===== config.mk =====
export PLATFORM = sky130hd
export DESIGN_NAME = mem_cluster_ctrl
export DESIGN_NICKNAME = d
export VERILOG_FILES = /design/src/rtl/mcc_pkg.sv /design/src/rtl/mcc_phase_gen.sv /design/src/rtl/mcc_bank.sv /design/src/rtl/mcc_return.sv /design/src/rtl/mem_cluster_ctrl.sv
export SDC_FILE = /design/constraint.sdc
export NUM_CORES = 1
export LEC_CHECK = 0
export ABC_CLOCK_PERIOD_IN_PS = 1800
export BUFFER_PORTS_ARGS = -buffer_cell sky130_fd_sc_hd__buf_2
export CAP_MARGIN = 20
export CORE_UTILIZATION = 56
export DETAILED_ROUTE_END_ITERATION = 8
export PLACE_DENSITY = 0.82
export SYNTH_ARGS = -nofsm -noshare
export SYNTH_HDL_FRONTEND = slang
export SYNTH_SLANG_ARGS = --single-unit
export TNS_END_PERCENT = 1

===== constraint.sdc =====
create_clock -name clk -period 1.8 [get_ports clk]
set_input_delay 0.09 -clock clk [delete_from_list [all_inputs] [get_ports clk]]
set_output_delay 0.09 -clock clk [all_outputs]
set_load 0.01 [all_outputs]

===== src/rtl/mcc_pkg.sv =====
package mcc_pkg;
  typedef enum logic [1:0] {
    ST_IDLE = 2'd0,
    ST_ROW  = 2'd1,
    ST_COL  = 2'd2
  } bank_st_e;
endpackage


===== src/rtl/mcc_phase_gen.sv =====
module mcc_phase_gen #(
  parameter int PHASES = 4,
  localparam int PH_W = (PHASES > 1) ? $clog2(PHASES) : 1
) (
  input  logic              clk,
  input  logic              rst,
  output logic [PH_W-1:0]   phase_q,
  output logic [PHASES-1:0] phase_oh
);
  localparam logic [PH_W-1:0] LAST = PH_W'(PHASES - 1);

  // binary phase index
  always_ff @(posedge clk) begin
    if (rst) phase_q <= '0;
    else if (phase_q == LAST) phase_q <= '0;
    else phase_q <= phase_q + 1'b1;
  end

  // one-hot ring used to enable module ports
  always_ff @(posedge clk) begin
    if (rst) phase_oh <= PHASES'(1);
    else phase_oh <= {phase_oh[PHASES-2:0], phase_oh[PHASES-1]};
  end
endmodule


===== src/rtl/mcc_bank.sv =====
module mcc_bank
  import mcc_pkg::*;
#(
  parameter int PHASES = 4,
  parameter int ADDR_W = 4,
  parameter int DATA_W = 8,
  parameter int SRC_W  = 2
) (
  input  logic              clk,
  input  logic              rst,
  input  logic              acc,
  input  logic              we,
  input  logic [ADDR_W-1:0] addr,
  input  logic [DATA_W-1:0] wdata,
  input  logic [SRC_W-1:0]  src,
  output logic              busy,
  output logic              in_col,
  output logic              done_q,
  output logic              wr_q,
  output logic [SRC_W-1:0]  src_q,
  output logic [DATA_W-1:0] data_q
);
  localparam int DEPTH = 1 << ADDR_W;
  localparam int CNT_W = $clog2(PHASES);
  localparam logic [CNT_W-1:0] ROW_LEN = CNT_W'(PHASES / 2);
  localparam logic [CNT_W-1:0] LAST    = CNT_W'(PHASES - 1);
  localparam logic [CNT_W-1:0] ONE     = CNT_W'(1);

  logic [DATA_W-1:0] mem [DEPTH];
  logic [DATA_W-1:0] rd_q;
  bank_st_e          st;
  logic [CNT_W-1:0]  cnt;
  logic              wr_l;
  logic [SRC_W-1:0]  src_l;

  // storage: plain synchronous write and registered read
  always_ff @(posedge clk) begin
    if (acc && we) mem[addr] <= wdata;
  end

  always_ff @(posedge clk) begin
    if (acc && !we) rd_q <= mem[addr];
  end

  // row/column stage sequencing over one memory cycle
  always_ff @(posedge clk) begin
    if (rst) begin
      st     <= ST_IDLE;
      cnt    <= '0;
      wr_l   <= 1'b0;
      src_l  <= '0;
      done_q <= 1'b0;
      wr_q   <= 1'b0;
      src_q  <= '0;
      data_q <= '0;
    end else begin
      done_q <= 1'b0;
      if (acc) begin
        cnt   <= ONE;
        st    <= (ONE >= ROW_LEN) ? ST_COL : ST_ROW;
        wr_l  <= we;
        src_l <= src;
      end else if (st != ST_IDLE) begin
        if (cnt == LAST) begin
          st     <= ST_IDLE;
          done_q <= 1'b1;
          wr_q   <= wr_l;
          src_q  <= src_l;
          data_q <= wr_l ? '0 : rd_q;
        end else begin
          cnt <= cnt + 1'b1;
          st  <= ((cnt + 1'b1) >= ROW_LEN) ? ST_COL : ST_ROW;
        end
      end
    end
  end

  assign busy   = (st != ST_IDLE);
  assign in_col = (st == ST_COL);
endmodule


===== src/rtl/mcc_return.sv =====
module mcc_return #(
  parameter int PHASES = 4,
  parameter int DATA_W = 8,
  parameter int SRC_W  = 2
) (
  input  logic [PHASES-1:0]             done_vec,
  input  logic [PHASES-1:0]             wr_vec,
  input  logic [PHASES-1:0][SRC_W-1:0]  src_vec,
  input  logic [PHASES-1:0][DATA_W-1:0] data_vec,
  output logic                          rsp_valid,
  output logic                          rsp_write,
  output logic [SRC_W-1:0]              rsp_src,
  output logic [DATA_W-1:0]             rsp_data
);
  // at most one module finishes per cycle, so an AND-OR merge is enough
  always_comb begin
    rsp_valid = 1'b0;
    rsp_write = 1'b0;
    rsp_src   = '0;
    rsp_data  = '0;
    for (int i = 0; i < PHASES; i++) begin
      rsp_valid = rsp_valid | done_vec[i];
      rsp_write = rsp_write | (done_vec[i] & wr_vec[i]);
      rsp_src   = rsp_src   | ({SRC_W{done_vec[i]}} & src_vec[i]);
      rsp_data  = rsp_data  | ({DATA_W{done_vec[i]}} & data_vec[i]);
    end
  end
endmodule


===== src/rtl/mem_cluster_ctrl.sv =====
module mem_cluster_ctrl #(
  parameter int PHASES = 4,
  parameter int ADDR_W = 4,
  parameter int DATA_W = 8,
  parameter int SRC_W  = 2,
  localparam int BANK_W = $clog2(PHASES)
) (
  input  logic              clk,
  input  logic              rst,
  input  logic              req_valid,
  input  logic [BANK_W-1:0] req_bank,
  input  logic              req_write,
  input  logic [ADDR_W-1:0] req_addr,
  input  logic [DATA_W-1:0] req_wdata,
  input  logic [SRC_W-1:0]  req_src,
  output logic [BANK_W-1:0] phase_o,
  output logic              rsp_valid,
  output logic              rsp_write,
  output logic [SRC_W-1:0]  rsp_src,
  output logic [DATA_W-1:0] rsp_data
);
  logic [PHASES-1:0]             phase_oh;
  logic [PHASES-1:0]             acc_vec;
  logic [PHASES-1:0]             busy_vec;
  logic [PHASES-1:0]             col_vec;
  logic [PHASES-1:0]             done_vec;
  logic [PHASES-1:0]             wr_vec;
  logic [PHASES-1:0][SRC_W-1:0]  src_vec;
  logic [PHASES-1:0][DATA_W-1:0] data_vec;

  mcc_phase_gen #(.PHASES(PHASES)) u_phase (
    .clk      (clk),
    .rst      (rst),
    .phase_q  (phase_o),
    .phase_oh (phase_oh)
  );

  for (genvar g = 0; g < PHASES; g++) begin : g_bank
    assign acc_vec[g] = req_valid && phase_oh[g] &&
                        (req_bank == BANK_W'(g)) && !busy_vec[g];

    mcc_bank #(
      .PHASES (PHASES),
      .ADDR_W (ADDR_W),
      .DATA_W (DATA_W),
      .SRC_W  (SRC_W)
    ) u_bank (
      .clk    (clk),
      .rst    (rst),
      .acc    (acc_vec[g]),
      .we     (req_write),
      .addr   (req_addr),
      .wdata  (req_wdata),
      .src    (req_src),
      .busy   (busy_vec[g]),
      .in_col (col_vec[g]),
      .done_q (done_vec[g]),
      .wr_q   (wr_vec[g]),
      .src_q  (src_vec[g]),
      .data_q (data_vec[g])
    );
  end

  mcc_return #(
    .PHASES (PHASES),
    .DATA_W (DATA_W),
    .SRC_W  (SRC_W)
  ) u_ret (
    .done_vec  (done_vec),
    .wr_vec    (wr_vec),
    .src_vec   (src_vec),
    .data_vec  (data_vec),
    .rsp_valid (rsp_valid),
    .rsp_write (rsp_write),
    .rsp_src   (rsp_src),
    .rsp_data  (rsp_data)
  );
endmodule


; ---- Yosys cells after proc, flatten, opt, wreduce, memory -nomap -nowiden
; Memories as Yosys holds them, arrays and structs flattened. A register that Yosys moved wholly into a read port is not among the register bits.
; Index checks and enable logic that the tools add are counted.
[word_totals]
inputBits = 20
wordCells = 202
reg_bits = 82
n_memories = 4
output_inout_bits = 14
mem_bits_rw = 512
[classes]
mux = 44
n_reduce_logical = 55
n_bitwise = 36
addsub = 5
n_eq_ne = 12
magnitude_cmp = 4
[mem_list]
columns = memory, words, width, rd, rd_clocked_by_memory_dff, write_ports, line
row1 = g_bank[0].u_bank.mem, 16, 8, 1, 1, 1, mcc_bank.sv:29  ; logic [DATA_W-1:0] mem [DEPTH];
row2 = g_bank[1].u_bank.mem, 16, 8, 1, 1, 1, mcc_bank.sv:29
row3 = g_bank[2].u_bank.mem, 16, 8, 1, 1, 1, mcc_bank.sv:29
row4 = g_bank[3].u_bank.mem, 16, 8, 1, 1, 1, mcc_bank.sv:29
[op_table]
columns = op, count
row1 = 8-bit bitwise AND, 4
row2 = 1-bit 2-to-1 mux, 32
row3 = 8-bit 2-to-1 mux, 4
row4 = 8-bit bitwise OR, 3
row5 = 1-bit logical AND, 20
row6 = 2-bit 2-to-1 mux, 8
row7 = 2-bit AND reduction, 8
row8 = 2-bit nonzero test, 8
row9 = "2-bit equality test, second input constant", 7
row10 = 1-bit NOT, 12
row11 = 3-bit AND reduction, 4
row12 = 3-bit OR reduction, 4
row13 = "2-bit by 1-bit adder with 2-bit output, second input constant", 5
row14 = 2-bit OR reduction, 5
row15 = 2-bit bitwise AND, 4
row16 = "2-bit >= comparator, second input constant", 4
row17 = "2-bit by 1-bit != test with 1-bit output, second input constant", 4
row18 = 1-bit bitwise OR, 6
row19 = 2-bit bitwise OR, 3
row20 = 1-bit zero test, 5
row21 = 1-bit bitwise AND, 4
row22 = "2-bit by 1-bit equality test with 1-bit output, second input constant", 1
row23 = 2-bit zero test, 1

; ---- Longest topological paths before layout
[depth]
ltp_word = 6
depth_mapped = 6
mapped_depth_nobuf = 4

; ---- By module
; A second synthesis with hierarchy kept.
[hier_totals]
hier_cells = 1335
hier_area_um2 = 24385.9
[modules_own_cells]
columns = mod, seq_area_each_um2, instances, cells_each, area_each_um2
row1 = mcc_bank, 4464.3, 4, 319, 5978.2
row2 = mcc_return, 0.0, 1, 38, 234.0
row3 = mcc_phase_gen, 120.1, 1, 13, 170.2
row4 = mem_cluster_ctrl, 0.0, 1, 8, 68.8

; ---- Worst setup path before layout
; OpenSTA, ideal clock, no wires.
[synth_path]
kind = input to register
from = input req_addr[0]
to = memory g_bank[0].u_bank.mem[6][0] (enable)
t_arrival_ns = 1.485
required_time_ns = 1.430
setup_ns = 0.370
setup_slack_ns = -0.055
cell_stages = 6
n_path_buf = 3
path_cell_list = clkbuf_1 > buf_6 > buf_4 > nor3b_1 > nand3_1 > nor2_1
[synth_lines]
columns = item, line
row1 = from (decl), mem_cluster_ctrl.sv:13  ; input logic [ADDR_W-1:0] req_addr,
row2 = to (decl), mcc_bank.sv:29
; Straight into the memory's write port.

; ---- Worst setup path in the final report
[layout_path]
from = register g_bank[0].u_bank.done_q
to = output rsp_data[0]
[layout_between]
elab_chain_cells = 4
[layout_rtl]
columns = item, line
row1 = from (decl), mcc_bank.sv:18  ; output logic done_q,
row2 = from (signal assigned), mcc_bank.sv:52  ; done_q <= 1'b0;
row3 = from (signal assigned), mcc_bank.sv:57  ; done_q <= 1'b0;
row4 = from (signal assigned), mcc_bank.sv:66  ; done_q <= 1'b1;
row5 = 8-bit bitwise AND, mcc_return.sv:25  ; rsp_data = rsp_data | ({DATA_W{done_vec[i]}} & data_vec[i]);
row6 = 8-bit bitwise OR (3 in series), mcc_return.sv:25
row7 = to (decl), mem_cluster_ctrl.sv:20  ; output logic [DATA_W-1:0] rsp_data
; Every way passes these cells.

==> results.txt <==
In the synthesized netlist the dominant register cell turns out to be edfxtp_1. The die area is 43500 um2. In the final layout, the share of cells above drive strength 1 is 0.274. The number of global-route vias before repair came out at 13.7k. The standard-cell row count is 75.

The relative contribution of the clock network to total power is 0.428. The cell area after synthesis came out at 23900 um2. Synthesis instantiated 36 different standard cells from the library.

The detailed-route vias per instance is 6.37. In this run, placement finished with an instance count of 1963. In this run the clock root is driven by a clkbuf_16. Measured on the finished design, the core utilization comes to 0.666. The number of warnings printed during yosys synthesis came out at 0. The library cell used most frequently in the layout, excluding fill and tap cells, is edfxtp_1.

The total number of clock tree sinks is 626. The reported net switching power is 6020 uW. The number of nets with antenna violations after detailed routing is 0. The number of enable flip-flop cells after synthesis is 544. The worst-case vdd ir drop came out at 0.000858 V. The first global-routing pass estimated 84700 um of wire. Port buffering added 33 buffers. The count of routing violations after the opening detailed-route iteration came out at 1812. Counting I/O delays and the setup requirement, the final critical path takes 1.79 ns. The number of diodes is 0. Summing over every cut layer, the via total after detailed routing is 13.3k. The met1 layer wirelength in the final routing came out at 20300 um. The final-report hold violation count is 0. The initial core utilization came out at 0.568. The power per unit of standard cell area came out at 1070 nW/um2. The worst pin sits at a relative slew slack of 0.280. The internal cell power came out at 23900 uW. The maximum number of pins on one net before global-route repair is 65. In the layout the commonest cells are edfxtp_1 (544), buf_4 (138), mux4_2 (128). In this run, synthesis produced a sequential element count of 626. The minimum hold slack is 0.0271 ns. The critical path required time came out at 1.71 ns. The clock network latency to the later pin of the worst-skew pair is 0.62 ns. The die is 208 um tall. The sum of met2 wire segment lengths after detailed routing is 28400 um. The relative contribution of combinational cells to total power is 0.043. The max-slew violation count is 0. Setup violations remaining at the end of the flow were counted as 0. The worst setup path is captured at an output pin. Of the total power, the share spent switching nets is 0.201. The maximum count of clock buffers along a single path is 3. The endpoint identified for the worst register-to-register timing path is g_bank[3].u_bank.mem[12][6].

Timing would allow up to 0.559 GHz. The overflow left after global routing came out at 0. The worst setup path is launched from a register. The region available for standard cell placement spans 42000 um2. The pin slew with the least headroom to its limit came out at 1.08 ns. The final cell count without fillers is 2084.

Following the worst setup path forward leads to its endpoint at rsp_data[0]. The number of antenna violations at the first check in global routing came out at 0. In this run the critical register-to-register path is launched from u_phase.phase_oh[3].

The synthesized instance count is 1309. The portion of the post-synthesis area used by sequential elements is 0.753. The first-pass iteration count of the detailed router is 6. The highest fanout seen on the critical path came out at 7. The setup slack on the worst flop-to-flop path is 0.10 ns. The setup clock skew after layout is 0.0263 ns. The final HPWL from detailed placement came out at 33600 um. TritonCTS built the clock tree.

The run finished with clean final reports. The post-route clock period utilization is 0.994. For this design, the slowest cell found on the critical path is dfxtp_4. In this run the top signal layer used is met4. The net count of the mapped netlist came out at 1338. The I/O pin count is 34. Clock-pin slew was measured on the worst setup and hold paths at 0.06 ns. The count of max-cap constraint violations came out at 0. The register share of total power is 0.528.

The detailed-route wire length is 56200 um. The mean instance size in the synthesized netlist is 18.2 um2. Tracing the worst setup path back leads to its startpoint at g_bank[0].u_bank.done_q. The total number of H-tree levels is 2. The die boundary width is 208 um.

In this run the worst hold path is classified as primary input to register. The routed wirelength normalized by instance count came out at 26.9 um. The net count reported at finish came out at 1525. The share of flip-flops with an asynchronous set or reset came out at 0. The setup path with the least slack is of type register to output pin. The leakage power came out at 0.00925 uW. The number of buffers inserted during clock tree synthesis is 58. The worst stage delay on the critical path is 0.38 ns. The aggregate global-route resource usage came out at 0.265. The last weighted congestion value of the routability-driven placer is 0.880.

Walking the worst path, the cells encountered are buf_4 -> a22oi_1 -> nand2_1 -> buf_2. The number of cells on the worst reg-to-reg path is 5. The growth of design area from synthesis to finish came out at 17.2%. The data arrival time of the critical path is 1.70 ns. Detailed routing placed a total of 5420 um of wire on met3. The count of unresolved DRC violations after routing came out at 0.
what timing repair did:
item	CTS	global route
setup endpoints to repair	1	3
setup buffers	2	0
hold buffers	10	0
gates cloned	0	0
endpoints found under the hold margin	131	0
gates resized for setup	4	4
logic make-up (layout without fill, tap and decap cells):
kind of cell / after synthesis / count (layout) / synth area share
flip-flops: 626 / 626 / 0.753
AND/OR/NAND/NOR: 277 / 277 / 0.0544
AO/OA/AOI/OAI: 178 / 178 / 0.0476
multiplexers: 132 / 132 / 0.122
buffers and inverters: 83 / 319 / 0.0164
adder cells (fa/ha/maj): 9 / 9 / 0.00472
XOR/XNOR: 4 / 4 / 0.00147
metrics by stage:
step | total power, uW | setup WS (ns) | setup TNS (ns) | instance area, um2
after detailed placement | 17400 | -0.0490 | -0.317 | 25800
after global routing | 30600 | -0.00166 | -0.00166 | 28000
after global placement | 17300 | -0.0323 | -0.810 | 25800
after CTS | 30100 | 0.00556 | 0 | 28000
final | 29900 | 0.0108 | 0 | 28000
after floorplan | 16800 | -0.0551 | -10.18 | 23900
layer usage:
| metal | track usage | vias up |
|---|---|---|
| met3 | 0.0506 | 132 |
| met2 | 0.445 | 802 |
| met4 | 0.103 | 0 |
| met5 | 0 | - |
| li1 | - | 5601 |
| met1 | 0.345 | 6734 |
registers in the layout, indices dropped and copies added, names as in the netlist, 8 cells and up:
name,count
g_bank.u_bank.cnt,8
g_bank.u_bank.data_q,32
g_bank.u_bank.mem,512
g_bank.u_bank.rd_q,32
g_bank.u_bank.src_l,8
g_bank.u_bank.src_q,8
g_bank.u_bank.st,8
worst max-delay path, delay by kind of cell, from the launching register on:
kind                   cells  cell delay, ns
flip-flops                 1            0.38
buffers and inverters      2            0.31
AO/OA/AOI/OAI              1            0.30
AND/OR/NAND/NOR            1            0.10
power groups by stage:
| stage | logic [uW] | clock network (uW) | registers, uW |
|---|---|---|---|
| floorplan | 648 | 0 | 16100 |
| global placement | 1210 | 0 | 16100 |
| detailed placement | 1260 | 0 | 16100 |
| CTS | 1300 | 13000 | 15800 |
| global route | 1370 | 13500 | 15800 |
| finish | 1300 | 12800 | 15800 |
synth_stat cells (all sizes together), types with 2 or more instances:
master / instances / share of area
nor2: 78 / 0.012
a211oi: 4 / 0.0013
edfxtp: 544 / 0.68
and4b: 2 / 0.00084
o21bai: 4 / 0.0013
buf: 24 / 0.0071
nor2b: 7 / 0.0018
a21oi: 64 / 0.013
inv: 8 / 0.0013
nand3b: 32 / 0.010
nor3b: 6 / 0.0019
o21a: 4 / 0.0013
and3b: 2 / 0.00073
mux2i: 4 / 0.0017
nand3: 16 / 0.0034
dfxtp: 82 / 0.069
nand2: 119 / 0.019
xnor2: 4 / 0.0015
nand4b: 2 / 0.00073
o21ai: 16 / 0.0034
mux4: 128 / 0.12
ha: 9 / 0.0047
clkbuf: 51 / 0.0080
or2: 5 / 0.0013
a22oi: 86 / 0.027
how the worst min path moves through the flow:
stage | cells past startpoint | endpoint | startpoint | slack, ns
floorplan | 0 | g_bank[0].u_bank.mem[0][0] | req_wdata[0] | 0.19
global placement | 3 | g_bank[2].u_bank.src_l[0] | req_src[0] | 0.42
detailed placement | 3 | g_bank[2].u_bank.src_l[1] | req_src[1] | 0.42
CTS | 4 | g_bank[3].u_bank.wr_l | req_bank[1] | 0.009
global route | 1 | g_bank[1].u_bank.mem[9][7] | req_wdata[7] | 0.05
finish | 1 | g_bank[1].u_bank.mem[9][7] | req_wdata[7] | 0.03
final cells by class:
cell class                 count  area [um2]
clock buffer                  72        1600
clock inverter                37         419
fill                        2534       14100
inverter                       8        30.0
multi-input combinational    600        5530
sequential                   626       18000
tap                          539         674
timing repair buffer         202        1750
Note: power is estimated with default switching activity, not from simulation.
